$ cat src/rtl/crtc_regif_pkg.sv
package crtc_regif_pkg;

  localparam int NREG  = 18;
  localparam int LP_HI = 16;
  localparam int LP_LO = 17;

  typedef enum logic [1:0] {
    FN_IDX  = 2'b00,
    FN_DWR  = 2'b01,
    FN_STAT = 2'b10,
    FN_DRD  = 2'b11
  } port_fn_e;

  // implemented-bit mask of each configuration register
  function automatic logic [7:0] reg_mask(input int idx);
    case (idx)
      0, 1, 2, 3, 13: reg_mask = 8'hFF;
      5, 9, 11:       reg_mask = 8'h1F;
      12, 14, 16:     reg_mask = 8'h3F;
      4, 6, 7, 10:    reg_mask = 8'h7F;
      8:              reg_mask = 8'h03;
      15, 17:         reg_mask = 8'hFF;
      default:        reg_mask = 8'h00;
    endcase
  endfunction

endpackage

$ cat src/rtl/crtc_port_dec.sv
module crtc_port_dec
  import crtc_regif_pkg::*;
#(
  parameter int AW     = 16,
  parameter int CS_BIT = 14,
  parameter int FN_LSB = 8
) (
  input  logic [AW-1:0] addr_i,
  input  logic          wr_en_i,
  input  logic          rd_en_i,
  output logic          idx_we_o,
  output logic          dat_we_o,
  output logic          stat_re_o,
  output logic          dat_re_o
);

  logic     sel;
  port_fn_e fn;

  assign sel = ~addr_i[CS_BIT];
  assign fn  = port_fn_e'(addr_i[FN_LSB +: 2]);

  assign idx_we_o  = sel & wr_en_i & (fn == FN_IDX);
  assign dat_we_o  = sel & wr_en_i & (fn == FN_DWR);
  assign stat_re_o = sel & rd_en_i & (fn == FN_STAT);
  assign dat_re_o  = sel & rd_en_i & (fn == FN_DRD);

endmodule

$ cat src/rtl/crtc_reg_file.sv
module crtc_reg_file
  import crtc_regif_pkg::*;
#(
  parameter int DW  = 8,
  parameter int IW  = 5,
  parameter int LPW = 14
) (
  input  logic              clk,
  input  logic              rst,
  input  logic              idx_we_i,
  input  logic              dat_we_i,
  input  logic [DW-1:0]     wdata_i,
  input  logic              lp_strobe_i,
  input  logic [LPW-1:0]    lp_addr_i,
  output logic [IW-1:0]     idx_o,
  output logic [NREG*DW-1:0] regs_o
);

  localparam int LP_PAD = 2 * DW - LPW;

  logic [IW-1:0] idx_q;

  always_ff @(posedge clk) begin
    if (rst)           idx_q <= '0;
    else if (idx_we_i) idx_q <= wdata_i[IW-1:0];
  end

  assign idx_o = idx_q;

  for (genvar r = 0; r < NREG; r++) begin : g_reg
    logic [DW-1:0] q;
    if (r == LP_HI) begin : g_lp_hi
      always_ff @(posedge clk) begin
        if (rst)              q <= '0;
        else if (lp_strobe_i) q <= {{LP_PAD{1'b0}}, lp_addr_i[LPW-1:DW]};
      end
    end else if (r == LP_LO) begin : g_lp_lo
      always_ff @(posedge clk) begin
        if (rst)              q <= '0;
        else if (lp_strobe_i) q <= lp_addr_i[DW-1:0];
      end
    end else begin : g_cfg
      localparam logic [DW-1:0] MASK = DW'(reg_mask(r));
      always_ff @(posedge clk) begin
        if (rst) q <= '0;
        else if (dat_we_i && idx_q == IW'(r)) q <= wdata_i & MASK;
      end
    end
    assign regs_o[r*DW +: DW] = q;
  end

endmodule

$ cat src/rtl/crtc_read_mux.sv
module crtc_read_mux
  import crtc_regif_pkg::*;
#(
  parameter int DW = 8,
  parameter int IW = 5
) (
  input  logic [2:0]         variant_i,
  input  logic [IW-1:0]      idx_i,
  input  logic [NREG*DW-1:0] regs_i,
  input  logic               stat_re_i,
  input  logic               dat_re_i,
  output logic [DW-1:0]      rdata_o,
  output logic               vld_o
);

  logic [2:0]    vv;
  logic [DW-1:0] cur;
  logic [DW-1:0] d_val;
  logic          d_ok;

  assign vv = (variant_i > 3'd4) ? 3'd0 : variant_i;

  always_comb begin
    cur = '0;
    for (int r = 0; r < NREG; r++)
      if (idx_i == IW'(r)) cur = regs_i[r*DW +: DW];
  end

  // data-port view of the selected register
  always_comb begin
    d_val = '0;
    d_ok  = 1'b0;
    if (idx_i <= IW'(11)) begin
      d_ok = (vv <= 3'd1);
    end else if (idx_i <= IW'(13)) begin
      d_ok = 1'b1;
      if (vv != 3'd1 && vv != 3'd2) d_val = cur;
    end else if (idx_i < IW'(NREG)) begin
      d_ok  = 1'b1;
      d_val = cur;
    end else begin
      d_ok = (vv <= 3'd2);
      if (idx_i == '1 && vv == 3'd1) d_val = '1;
    end
  end

  always_comb begin
    rdata_o = '0;
    vld_o   = 1'b0;
    if (dat_re_i) begin
      vld_o   = d_ok;
      rdata_o = d_ok ? d_val : '0;
    end else if (stat_re_i) begin
      if (vv == 3'd1) begin
        vld_o = 1'b1;
      end else if (vv >= 3'd3) begin
        vld_o   = d_ok;
        rdata_o = d_ok ? d_val : '0;
      end
    end
  end

endmodule

$ cat src/rtl/crtc_regif.sv
module crtc_regif
  import crtc_regif_pkg::*;
#(
  parameter int AW     = 16,
  parameter int DW     = 8,
  parameter int IW     = 5,
  parameter int LPW    = 14,
  parameter int CS_BIT = 14,
  parameter int FN_LSB = 8
) (
  input  logic               clk,
  input  logic               rst,
  input  logic [2:0]         variant_i,
  input  logic [AW-1:0]      port_addr_i,
  input  logic               wr_en_i,
  input  logic               rd_en_i,
  input  logic [DW-1:0]      wdata_i,
  output logic [DW-1:0]      rdata_o,
  output logic               rdata_vld_o,
  input  logic               lp_strobe_i,
  input  logic [LPW-1:0]     lp_addr_i,
  output logic [NREG*DW-1:0] cfg_o
);

  logic          idx_we, dat_we, stat_re, dat_re;
  logic [IW-1:0] idx;

  crtc_port_dec #(.AW(AW), .CS_BIT(CS_BIT), .FN_LSB(FN_LSB)) u_dec (
    .addr_i    (port_addr_i),
    .wr_en_i   (wr_en_i),
    .rd_en_i   (rd_en_i),
    .idx_we_o  (idx_we),
    .dat_we_o  (dat_we),
    .stat_re_o (stat_re),
    .dat_re_o  (dat_re)
  );

  crtc_reg_file #(.DW(DW), .IW(IW), .LPW(LPW)) u_rf (
    .clk         (clk),
    .rst         (rst),
    .idx_we_i    (idx_we),
    .dat_we_i    (dat_we),
    .wdata_i     (wdata_i),
    .lp_strobe_i (lp_strobe_i),
    .lp_addr_i   (lp_addr_i),
    .idx_o       (idx),
    .regs_o      (cfg_o)
  );

  crtc_read_mux #(.DW(DW), .IW(IW)) u_rd (
    .variant_i (variant_i),
    .idx_i     (idx),
    .regs_i    (cfg_o),
    .stat_re_i (stat_re),
    .dat_re_i  (dat_re),
    .rdata_o   (rdata_o),
    .vld_o     (rdata_vld_o)
  );

endmodule

$ cat config.mk
export PLATFORM = sky130hd
export DESIGN_NAME = crtc_regif
export DESIGN_NICKNAME = d
export VERILOG_FILES = /design/src/rtl/crtc_regif_pkg.sv /design/src/rtl/crtc_port_dec.sv /design/src/rtl/crtc_reg_file.sv /design/src/rtl/crtc_read_mux.sv /design/src/rtl/crtc_regif.sv
export SDC_FILE = /design/constraint.sdc
export NUM_CORES = 1
export LEC_CHECK = 0
export CORE_MARGIN = 3
export CORE_UTILIZATION = 50
export DETAILED_ROUTE_END_ITERATION = 16
export PLACE_DENSITY_LB_ADDON = 0.12
export SLEW_MARGIN = 20
export SYNTH_ARGS = -nofsm -noshare
export SYNTH_HDL_FRONTEND = slang
export SYNTH_SLANG_ARGS = --single-unit
$ cat constraint.sdc
create_clock -name clk -period 3.6 [get_ports clk]
set_clock_uncertainty 0.15 [all_clocks]
set_input_delay 0.72 -clock clk [delete_from_list [all_inputs] [get_ports clk]]
set_output_delay 0.72 -clock clk [all_outputs]
set_load 0.1 [all_outputs]
==> reports/qor.yml, run 1 <==
clocking:
  hold_buffers: 0
  root_buffer: "clkbuf_16"
  cts_buffers: 17
  clkSlewWorstSetupHoldPaths_ns: 0.05
  clock_path_buffers: 2
  cts.sinks: 124
  cts_tree: "yes"
  htreeDepth: 4
  clock_latency_ns: 0.41
final_layout:
  num-nets-final: 1006
  final_area_um2: 8253
  fin_cells: 1116
  layout-area-overhead-vs-synth_pct: 34.69
  diodes: 0
  drive_gt1_frac: 0.2323
worst_setup_path:
  path_cells: "buf_4 > or3_1 > mux4_2 > nor2_1 > a211oi_1 > o22ai_1 > a221oi_2 > buf_12"
  cp.required_ns: 2.73
  cp-end-kind: "output port"
  crit_buf_inv: 2
  slowest_delay_ns: 0.54
  start_kind: "flip-flop"
  arrival_ns: 2.61
  crit_path_max_fanout: 11
  crit_slowest_cell: "dfxtp_1"
  path_class: "flip-flop to output port"
  critical_path.top_delay_family: "compound AO/OA/AOI/OAI gates"
timing:
  setup_tns_ns: 0
  rsz0062_at_grt: "false"
  final_max_slew_viol_count: 0
  max_freq_mhz: 287.3
  relSlewSlack: 0.3419
  finalSetupViolations: 0
  period_minus_slack_ns: 3.481
  finalCritPeriodShare: 0.9670
  hold_violations: 0
  setup_slack_ns: 0.1189
  worst_slew_pin_slew_ns: 0.9841
place:
  dp_cells: 1082
  hpwl_mm: 15.20
  placed_area_um2: 7680
  port_buffers: 160
  gp_congestion: 1.001
  pre_cts_ws_ns: 0.03991
yosys:
  synth_area_leaders: "dfxtp_1, a21oi_1, nand2_1, nand3_1, mux2i_1"
  synth-async-reset-ratio: 0
  synth_warnings: 0
  syn_area_um2: 6127
  ys_seq_area_frac: 0.4051
  synthCells: 812
  synth_edf_count: 0
  yosys.area.top_type: "dfxtp_1"
  synth_top_area_share: 0.4051
  synth.ff_latch_count: 124
  ys_types: 60
  avgSynthCellArea_um2: 7.546
  synth_flop_cell: "dfxtp_1"
power_and_ir_drop:
  power_switching_uw: 933.2
  power_density_nw_per_um2: 410.2
  p_sw_frac: 0.2757
  intPower_uw: 2452
  ir_worst_vdd_uv: 361.1
  p_leak_uw: 0.003138
  total_power_uw: 3385
  seqPwrFrac: 0.414
  p_clk_frac: 0.464
  p_comb_frac: 0.123
outcome:
  status: "complete, no violations"
drt:
  wl_per_cell_um: 19.40
  drt_drc_violations_left: 0
  ant_nets: 0
  drtPass1Iterations: 5
  wl_mm: 21.65
  drt_iter0_drc: 483
  routed_via_density: 5.953
  vias: 6644
hold_path:
  hold_path.class: "flip-flop to flip-flop"
floorplanning:
  dieHeight_um: 116.7
  io_pins: 199
  fp.dieArea_um2: 13620
  die_w_um: 116.7
  core_um2: 11710
  num_rows: 39
  initial_core_util: 0.5232
global_route:
  gr-total-overflow: 0
  grtUsageTotal: 0.3115
  grt_max_degree: 72
  antenna_found_initial: 0
  first_global_vias: 5982
  grt_pass1_wl_mm: 32.64
run:
  maxCapViolations: 0
power by group through the flow:
| stage | registers [uW] | clock network [uW] | logic (uW) |
|---|---|---|---|
| floorplan | 1510 | 0 | 250 |
| global placement | 1430 | 0 | 406 |
| detailed placement | 1430 | 0 | 409 |
| CTS | 1400 | 1570 | 410 |
| global route | 1400 | 1640 | 431 |
| finish | 1400 | 1570 | 415 |
synthesized netlist by cell type (2+ instances only):
| library cell | instances |
|---|---|
| nand2b_1 | 6 |
| o311ai_0 | 3 |
| o311a_1 | 2 |
| a211oi_1 | 5 |
| clkbuf_1 | 45 |
| mux2i_1 | 23 |
| o21ai_0 | 23 |
| dfxtp_1 | 124 |
| a31oi_1 | 7 |
| buf_1 | 2 |
| inv_1 | 3 |
| or3_1 | 4 |
| buf_4 | 29 |
| and2_1 | 2 |
| a22oi_1 | 2 |
| nor2_1 | 48 |
| and3_1 | 2 |
| nor3_1 | 13 |
| o211ai_1 | 3 |
| o21a_1 | 2 |
| nor2b_1 | 4 |
| o31ai_1 | 4 |
| a32oi_1 | 2 |
| a221oi_1 | 2 |
| a21oi_1 | 133 |
| nand3_1 | 101 |
| buf_2 | 19 |
| nand2_1 | 158 |
| o22ai_1 | 5 |
| mux4_2 | 5 |
| a21boi_0 | 2 |
final timing paths:
kind,start,endpoint,slack [ns],depth (start not counted)
worst min-delay path,u_rf.g_reg[2].q[4]$_SDFFE_PP0P_,u_rf.g_reg[2].q[4]$_SDFFE_PP0P_,0.31,2
worst max register to register,u_rf.idx_o[0]$_SDFFE_PP0P_,u_rf.g_reg[2].q[6]$_SDFFE_PP0P_,1.27,7
worst max-delay path,u_rf.idx_o[4]$_SDFFE_PP0P_,rdata_o[2],0.12,8
worst min register to register,u_rf.g_reg[2].q[4]$_SDFFE_PP0P_,u_rf.g_reg[2].q[4]$_SDFFE_PP0P_,0.31,2
registers in the layout, summed over array words and instances (netlist names):
name,cells
u_rf.g.q,119
u_rf.idx_o,5
cell type report:
type | count | area (um^2)
Clock buffer | 24 | 471.7
Clock inverter | 8 | 67.56
Fill cell | 981 | 3458
Inverter | 4 | 15.01
Multi-Input combinational cell | 612 | 3287
Sequential cell | 124 | 2487
Tap cell | 143 | 178.9
Timing Repair Buffer | 201 | 1745
cell usage in the layout, fill, tap and decap left out, types with 23 or more instances in the layout:
| master | n |
|---|---|
| mux2i_1 | 23 |
| nor2_1 | 44 |
| nand3_1 | 101 |
| a21oi_1 | 132 |
| dfxtp_1 | 122 |
| o21ai_0 | 23 |
| conb_1 | 25 |
| nand2_1 | 158 |
| clkdlybuf4s50_1 | 29 |
| buf_4 | 157 |
per-stage QoR:
step / utilization / hold slack (ns)
after floorplan: - / 0.5547
after global placement: 0.6558 / 0.2958
after detailed placement: 0.6558 / 0.3031
after CTS: 0.7020 / 0.3107
after global routing: 0.7047 / 0.3393
final: 0.7047 / 0.3075
kinds of logic (layout without fill, tap and decap cells):
logic type | Yosys count | in the layout | share of synthesized area
XOR/XNOR | 1 | 1 | 0.001430
AO/OA/AOI/OAI | 208 | 208 | 0.1962
AND/OR/NAND/NOR | 349 | 349 | 0.2546
other | 1 | 25 | 0.0006120
flip-flops | 124 | 124 | 0.4051
buffers and inverters | 100 | 237 | 0.08413
multiplexers | 29 | 29 | 0.05779
per-layer routing:
layer	vias up	wire length [um]	global-route usage
li1	3098	-	-
met1	3136	8878	0.4192
met2	371	10280	0.4987
met3	39	2071	0.06321
met4	0	429	0.1093
met5	-	0	0
what timing repair did:
item | in CTS | in global routing
setup endpoints to repair | 3 | 7
buffers inserted | 0 | 2
resized for setup | 2 | 7
pin swaps | 0 | 0
worst min-delay path: stages, from the launching register on:
cell and delay [ns]:
dfxtp_1 0.31, nand2_1 0.05, a21oi_1 0.05
(Power assumes the default switching activity.)
==> inputs of run 2 (changes only) <==
--- a/config.mk
+++ b/config.mk
@@ -6,7 +6,7 @@
 export NUM_CORES = 1
 export LEC_CHECK = 0
 export CORE_MARGIN = 3
-export CORE_UTILIZATION = 50
+export CORE_UTILIZATION = 30
 export DETAILED_ROUTE_END_ITERATION = 16
 export PLACE_DENSITY_LB_ADDON = 0.12
 export SLEW_MARGIN = 20
==> reports/qor.yml, run 2 (same netlist as run 1, synthesis figures left out) <==
timing:
  final_max_slew_viol_count: 0  # unchanged
  finalSetupViolations: 0  # unchanged
  worst_slew_pin_slew_ns: 0.9709  # -0.01325 ns
  max_freq_mhz: 285.3  # -0.67%
  finalCritPeriodShare: 0.9735  # +0.006544
  period_minus_slack_ns: 3.505  # +0.02356 ns
  rsz0062_at_grt: "false"
  relSlewSlack: 0.3507  # +0.008859
  hold_violations: 0  # unchanged
run:
  maxCapViolations: 0  # unchanged
final_layout:
  layout-area-overhead-vs-synth_pct: 40.23
  num-nets-final: 1010  # +0.40%
  regArea_um2: 2492  # +0.20%
  drive_gt1_frac: 0.2467  # +0.01440
  largest_reg_flops: 119  # unchanged
  top_register: "u_rf.g.q"
  final_cell_mix: "nand2_1, buf_4, a21oi_1"
  final_util: 0.4343  # -0.2704
  diodes: 0  # unchanged
  fillers: 2021  # +110%
  multi_input_area_um2: 3318  # +0.95%
global_route:
  grt_pass1_wl_mm: 37.32  # +14%
  antenna_found_initial: 0  # unchanged
  first_global_vias: 6160  # +3.0%
  gr-total-overflow: 0  # unchanged
  grt_max_degree: 61  # -15%
  grtUsageTotal: 0.2194  # -0.09212
clocking:
  clock_path_buffers: 2  # unchanged
  cts_buffers: 17  # unchanged
  cts.sinks: 124  # unchanged
  cts_tree: "yes"
  root_buffer: "clkbuf_16"
  htreeDepth: 4  # unchanged
  clock_latency_ns: 0.44  # +0.03 ns
  clkSlewWorstSetupHoldPaths_ns: 0.06  # about the same
drt:
  drtPass1Iterations: 6  # +1
  drt_drc_violations_left: 0  # unchanged
  wl_met1_mm: 11.18  # +26%
  dr_wl_met3_mm: 1.807  # -13%
  wl_mm: 24.68  # +14%
  vias: 6445  # -3.0%
  drt_iter0_drc: 438  # -9.3%
  routed_via_density: 5.189  # -13%
  wl_per_cell_um: 19.87  # +2.4%
  top_layer: "met4"
  met2_length_mm: 11.02  # +7.2%
  ant_nets: 0  # unchanged
place:
  hpwl_mm: 17.36  # +14%
  port_buffers: 160  # unchanged
  gp_congestion: 0.9048  # -9.6%
power_and_ir_drop:
  power_density_nw_per_um2: 425.2  # +3.7%
  total_power_uw: 3653  # +7.9%
  p_leak_uw: 0.003200  # +2.0%
  ir_worst_vdd_uv: 277.9  # -23%
hold_path:
  hold_path.class: "flip-flop to flip-flop"
worst_setup_path:
  start_kind: "flip-flop"
  crit_buf_inv: 3  # +1
  cp-end-kind: "output port"
  path_class: "flip-flop to output port"
  path_cells: "buf_4 > nand2b_1 > a21oi_1 > a32oi_1 > o311ai_0 > buf_4 > a21oi_1 > nor3_4 > buf_12"
  critical_path.top_delay_family: "compound AO/OA/AOI/OAI gates"
  crit_slowest_cell: "o311ai_0"
  slowest_delay_ns: 0.47  # -0.07 ns
  cp.required_ns: 2.73  # about the same
  arrival_ns: 2.63  # +0.02 ns
  crit_path_max_fanout: 16  # +5
floorplanning:
  dieHeight_um: 148.9  # +28%
  initial_core_util: 0.3097  # -0.2134
  die_w_um: 148.9  # +28%
  core_um2: 19780  # +69%
  num_rows: 51  # +31%
  fp.dieArea_um2: 22170  # +63%
  io_pins: 199  # unchanged
outcome:
  status: "complete, no violations"
-- run 2: cell count changes in the layout (fill, tap and decap cells not counted), moves of 3 or more --
cell and change:
buf_12 +3, clkbuf_1 -5, clkinv_2 -4, inv_6 +3
-- run 2: path summary, 6_finish.rpt --
| kind | from | to | slack [ns] | cells past startpoint |
|---|---|---|---|---|
| worst min-delay path | u_rf.g_reg[5].q[4]$_SDFFE_PP0P_ | u_rf.g_reg[5].q[4]$_SDFFE_PP0P_ | 0.31 | 2 |
| worst min register to register | u_rf.g_reg[5].q[4]$_SDFFE_PP0P_ | u_rf.g_reg[5].q[4]$_SDFFE_PP0P_ | 0.31 | 2 |
| worst max register to register | u_rf.idx_o[3]$_SDFFE_PP0P_ | u_rf.g_reg[1].q[3]$_SDFFE_PP0P_ | 1.36 | 6 |
| worst max-delay path | u_rf.idx_o[1]$_SDFFE_PP0P_ | rdata_o[5] | 0.1 | 9 |
-- run 2: worst reg2reg max path, stage by stage (launching register included) --
cell and delay [ns]:
dfxtp_2 0.37, buf_4 0.20, nor3_2 0.35, buf_4 0.43
nand2_1 0.36, nand2_1 0.16, a21oi_1 0.07
-- run 2: per-layer routing --
layer,vias up,global-route usage
met1,3025,0.3058
li1,3095,-
met5,-,0
met4,0,0.08787
met2,280,0.3284
met3,45,0.05105
-- run 2: through the flow --
step                      setup slack (ns)  area [um^2]  hold slack [ns]  setup TNS (ns)  cells
after floorplan                    -0.2721         6266           0.5547         -0.3981    836
after global placement             0.04122         7886           0.3002               0   1206
after global routing              0.001989         8592           0.3332               0   1242
after CTS                         0.009723         8517           0.3102               0   1238
after detailed placement           0.03624         7886           0.3000               0   1206
final                              0.09533         8592           0.3053               0   1242
-- run 2: cell type report --
class / count / share of cell area
multi-input combinational: 612 / 0.3862
clock buffer: 20 / 0.05432
timing repair buffer: 205 / 0.2107
inverter: 4 / 0.001747
clock inverter: 12 / 0.01835
sequential: 124 / 0.2901
tap: 265 / 0.03859
-- run 2: what timing repair did --
item,in CTS,in global routing
setup endpoints to repair,4,6
setup buffers,0,4
endpoints found under the hold margin,0,0
pin swaps,2,1
hold buffers,0,0
gates resized for setup,4,9
-- run 2: where the power goes --
group          leakage, uW  internal, uW  switching, uW
Combinational      0.00190          93.7            330
Clock             0.000299          1150            681
Sequential         0.00100          1380           16.3
Total              0.00320          2630           1030
==> inputs of run 3 (changes only) <==
--- a/config.mk
+++ b/config.mk
@@ -9,7 +9,7 @@
 export CORE_UTILIZATION = 30
 export DETAILED_ROUTE_END_ITERATION = 16
 export PLACE_DENSITY_LB_ADDON = 0.12
-export SLEW_MARGIN = 20
+export SLEW_MARGIN = 25
 export SYNTH_ARGS = -nofsm -noshare
 export SYNTH_HDL_FRONTEND = slang
 export SYNTH_SLANG_ARGS = --single-unit
==> constraint.sdc (replaced) <==
create_clock -name clk -period 3.42 [get_ports clk]
set_clock_uncertainty 0.15 [all_clocks]
set_input_delay 0.684 -clock clk [delete_from_list [all_inputs] [get_ports clk]]
set_output_delay 0.684 -clock clk [all_outputs]
set_load 0.1 [all_outputs]
==> reports/qor.yml, run 3 (same netlist as run 1, synthesis figures left out) <==
clocking:
  cts_buffers: 17  # unchanged
  clkSlewWorstSetupHoldPaths_ns: 0.06  # about the same
  cts_tree: "yes"
  clock_path_buffers: 2  # unchanged
  clock_latency_ns: 0.43  # about the same
  htreeDepth: 4  # unchanged
  hold_buffers: 0  # unchanged
  cts.sinks: 124  # unchanged
  root_buffer: "clkbuf_16"
worst_setup_path:
  crit_buf_inv: 3  # unchanged
  critical_path.top_delay_family: "compound AO/OA/AOI/OAI gates"
  cp-end-kind: "output port"
  r2r_cells: 8  # +2
  path_cells: "buf_4 > o31a_1 > o22ai_1 > nand2_1 > o21ai_2 > o211ai_2 > buf_12 > a2111oi_4 > buf_12"
  crit_path_max_fanout: 6  # -10
  r2r-start: "u_rf.idx_o[0]$_SDFFE_PP0P_"
  crit_top_cell: "buf_12"
  arrival_ns: 2.51  # -0.12 ns
  reg2reg_slack_ns: 1.21  # -0.15 ns
  cp.required_ns: 2.59  # -0.14 ns
  cp.depth: 9  # unchanged
  path_class: "flip-flop to output port"
  slowest_delay_ns: 0.37  # -0.10 ns
  start_kind: "flip-flop"
  cp-startpoint: "u_rf.idx_o[1]$_SDFFE_PP0P_"
  crit_slowest_cell: "a2111oi_4"
  r2r_end: "u_rf.g_reg[5].q[1]$_SDFFE_PP0P_"
drt:
  vias: 6470  # +0.39%
  drt_iter0_drc: 596  # +36%
  wl_per_cell_um: 19.98  # +0.56%
  drtPass1Iterations: 5  # -1
  drt_drc_violations_left: 0  # unchanged
  routed_via_density: 5.168  # -0.41%
  ant_nets: 0  # unchanged
  wl_mm: 25.01  # +1.4%
final_layout:
  largest_reg_flops: 119  # unchanged
  top_register: "u_rf.g.q"
  final_area_um2: 8680  # +1.0%
  num-nets-final: 1020  # +0.99%
  layout.cells.most_common: "buf_4"
  diodes: 0  # unchanged
  fillers: 2049  # +1.4%
  final_util: 0.4388  # +0.004428
  drive_gt1_frac: 0.2644  # +0.01776
  layout-area-overhead-vs-synth_pct: 41.66
  final_cell_mix: "buf_4, nand2_1, a21oi_1"
timing:
  hold_violations: 0  # unchanged
  finalSetupViolations: 0  # unchanged
  final_max_slew_viol_count: 0  # unchanged
  worst_slew_pin_slew_ns: 1.036  # +0.06556 ns
  max_freq_mhz: 299.0
  relSlewSlack: 0.3069  # -0.04385
  finalCritPeriodShare: 0.9779
  period_minus_slack_ns: 3.344
floorplanning:
  fp.dieArea_um2: 22170  # unchanged
  dieHeight_um: 148.9  # unchanged
  io_pins: 199  # unchanged
  initial_core_util: 0.3097  # unchanged
  core_um2: 19780  # unchanged
  die_w_um: 148.9  # unchanged
  num_rows: 51  # unchanged
global_route:
  use_met1: 0.3168  # +0.01095
  gr-total-overflow: 0  # unchanged
  first_global_vias: 5895  # -4.3%
  grt_pass1_wl_mm: 36.86  # -1.2%
  grtUsageTotal: 0.2192  # about the same
  grtUsageMet2: 0.3213  # -0.007015
  grt_max_degree: 73  # +20%
  antenna_found_initial: 0  # unchanged
  grt.busiest_layer: "met2"
  met3_usage: 0.05956  # +0.008508
place:
  hpwl_mm: 17.52  # +0.94%
  gp_congestion: 0.8479  # -6.3%
  port_buffers: 160  # unchanged
  placed_area_um2: 7980  # +1.2%
hold_path:
  min_path_cells: 2  # unchanged
  hold_path.class: "flip-flop to flip-flop"
  hold_end: "u_rf.g_reg[0].q[4]$_SDFFE_PP0P_"
  hold_start: "u_rf.g_reg[0].q[4]$_SDFFE_PP0P_"
power_and_ir_drop:
  p_leak_uw: 0.003273  # +2.3%
  power_density_nw_per_um2: 426.6  # +0.32%
  ir_worst_vdd_uv: 317.1  # +14%
run:
  maxCapViolations: 0  # unchanged
outcome:
  status: "complete, no violations"
==> run 3: cell types whose count changed in the layout (fill, tap and decap cells not counted), moves of 3 or more <==
cell             change
o311ai_1             +3
dfxtp_1              -8
clkdlybuf4s50_1      -3
dlymetal6s2s_1       +3
buf_4                +9
dfxtp_2              +8
==> run 3: metal layers <==
layer  routed length (um)  share of wire
met5                    0              0
met4                  464          0.019
met3                 1942          0.078
met2                11180           0.45
met1                11430           0.46
==> run 3: layout make-up <==
type                       count  area [um^2]  share of cell area
multi-input combinational    612         3346              0.3855
timing repair buffer         215         1906              0.2195
inverter                       4        15.01            0.001730
clock inverter                12        112.6             0.01297
sequential                   124         2502              0.2883
tap                          265        331.6             0.03820
clock buffer                  20        466.7             0.05377
==> run 3: worst min-delay path: cells and delay by family (launching register included) <==
family | cells | cell delay, ns
flops | 1 | 0.31
simple gates | 1 | 0.05
compound gates | 1 | 0.05
==> run 3: worst max-delay path by stage <==
stage | to | slack, ns
floorplan | rdata_o[2] | -0.42
global placement | rdata_o[0] | -0.07
detailed placement | rdata_o[0] | -0.04
CTS | rdata_o[5] | 0.001
global route | rdata_o[0] | -0.03
finish | rdata_o[0] | 0.08
==> run 3: stage by stage <==
step | total power, uW | hold slack [ns] | std cells | setup TNS [ns] | worst slack (ns)
2_1_floorplan | 1849 | 0.5371 | 836 | -0.6918 | -0.4161
3_3_place_gp | 1955 | 0.2972 | 1216 | -0.2371 | -0.07369
3_5_place_dp | 1954 | 0.3014 | 1216 | -0.1359 | -0.03892
4_1_cts | 3725 | 0.3091 | 1249 | 0 | 0.001366
5_1_grt | 3821 | 0.3276 | 1252 | -0.03085 | -0.02713
6_report | 3703 | 0.3038 | 1252 | 0 | 0.07561
==> run 3: where the power goes <==
| group | internal (uW) | switching, uW | total, uW |
|---|---|---|---|
| sequential | 1460 | 15.0 | 1470 |
| clock | 1060 | 714 | 1780 |
| combinational | 102 | 353 | 455 |
==> run 3: what timing repair did <==
action,CTS,global route
endpoints found under the setup margin,6,8
resized for setup,12,12
gates cloned,0,0
setup buffers,1,3
endpoints found under the hold margin,0,0
pin swaps,2,6
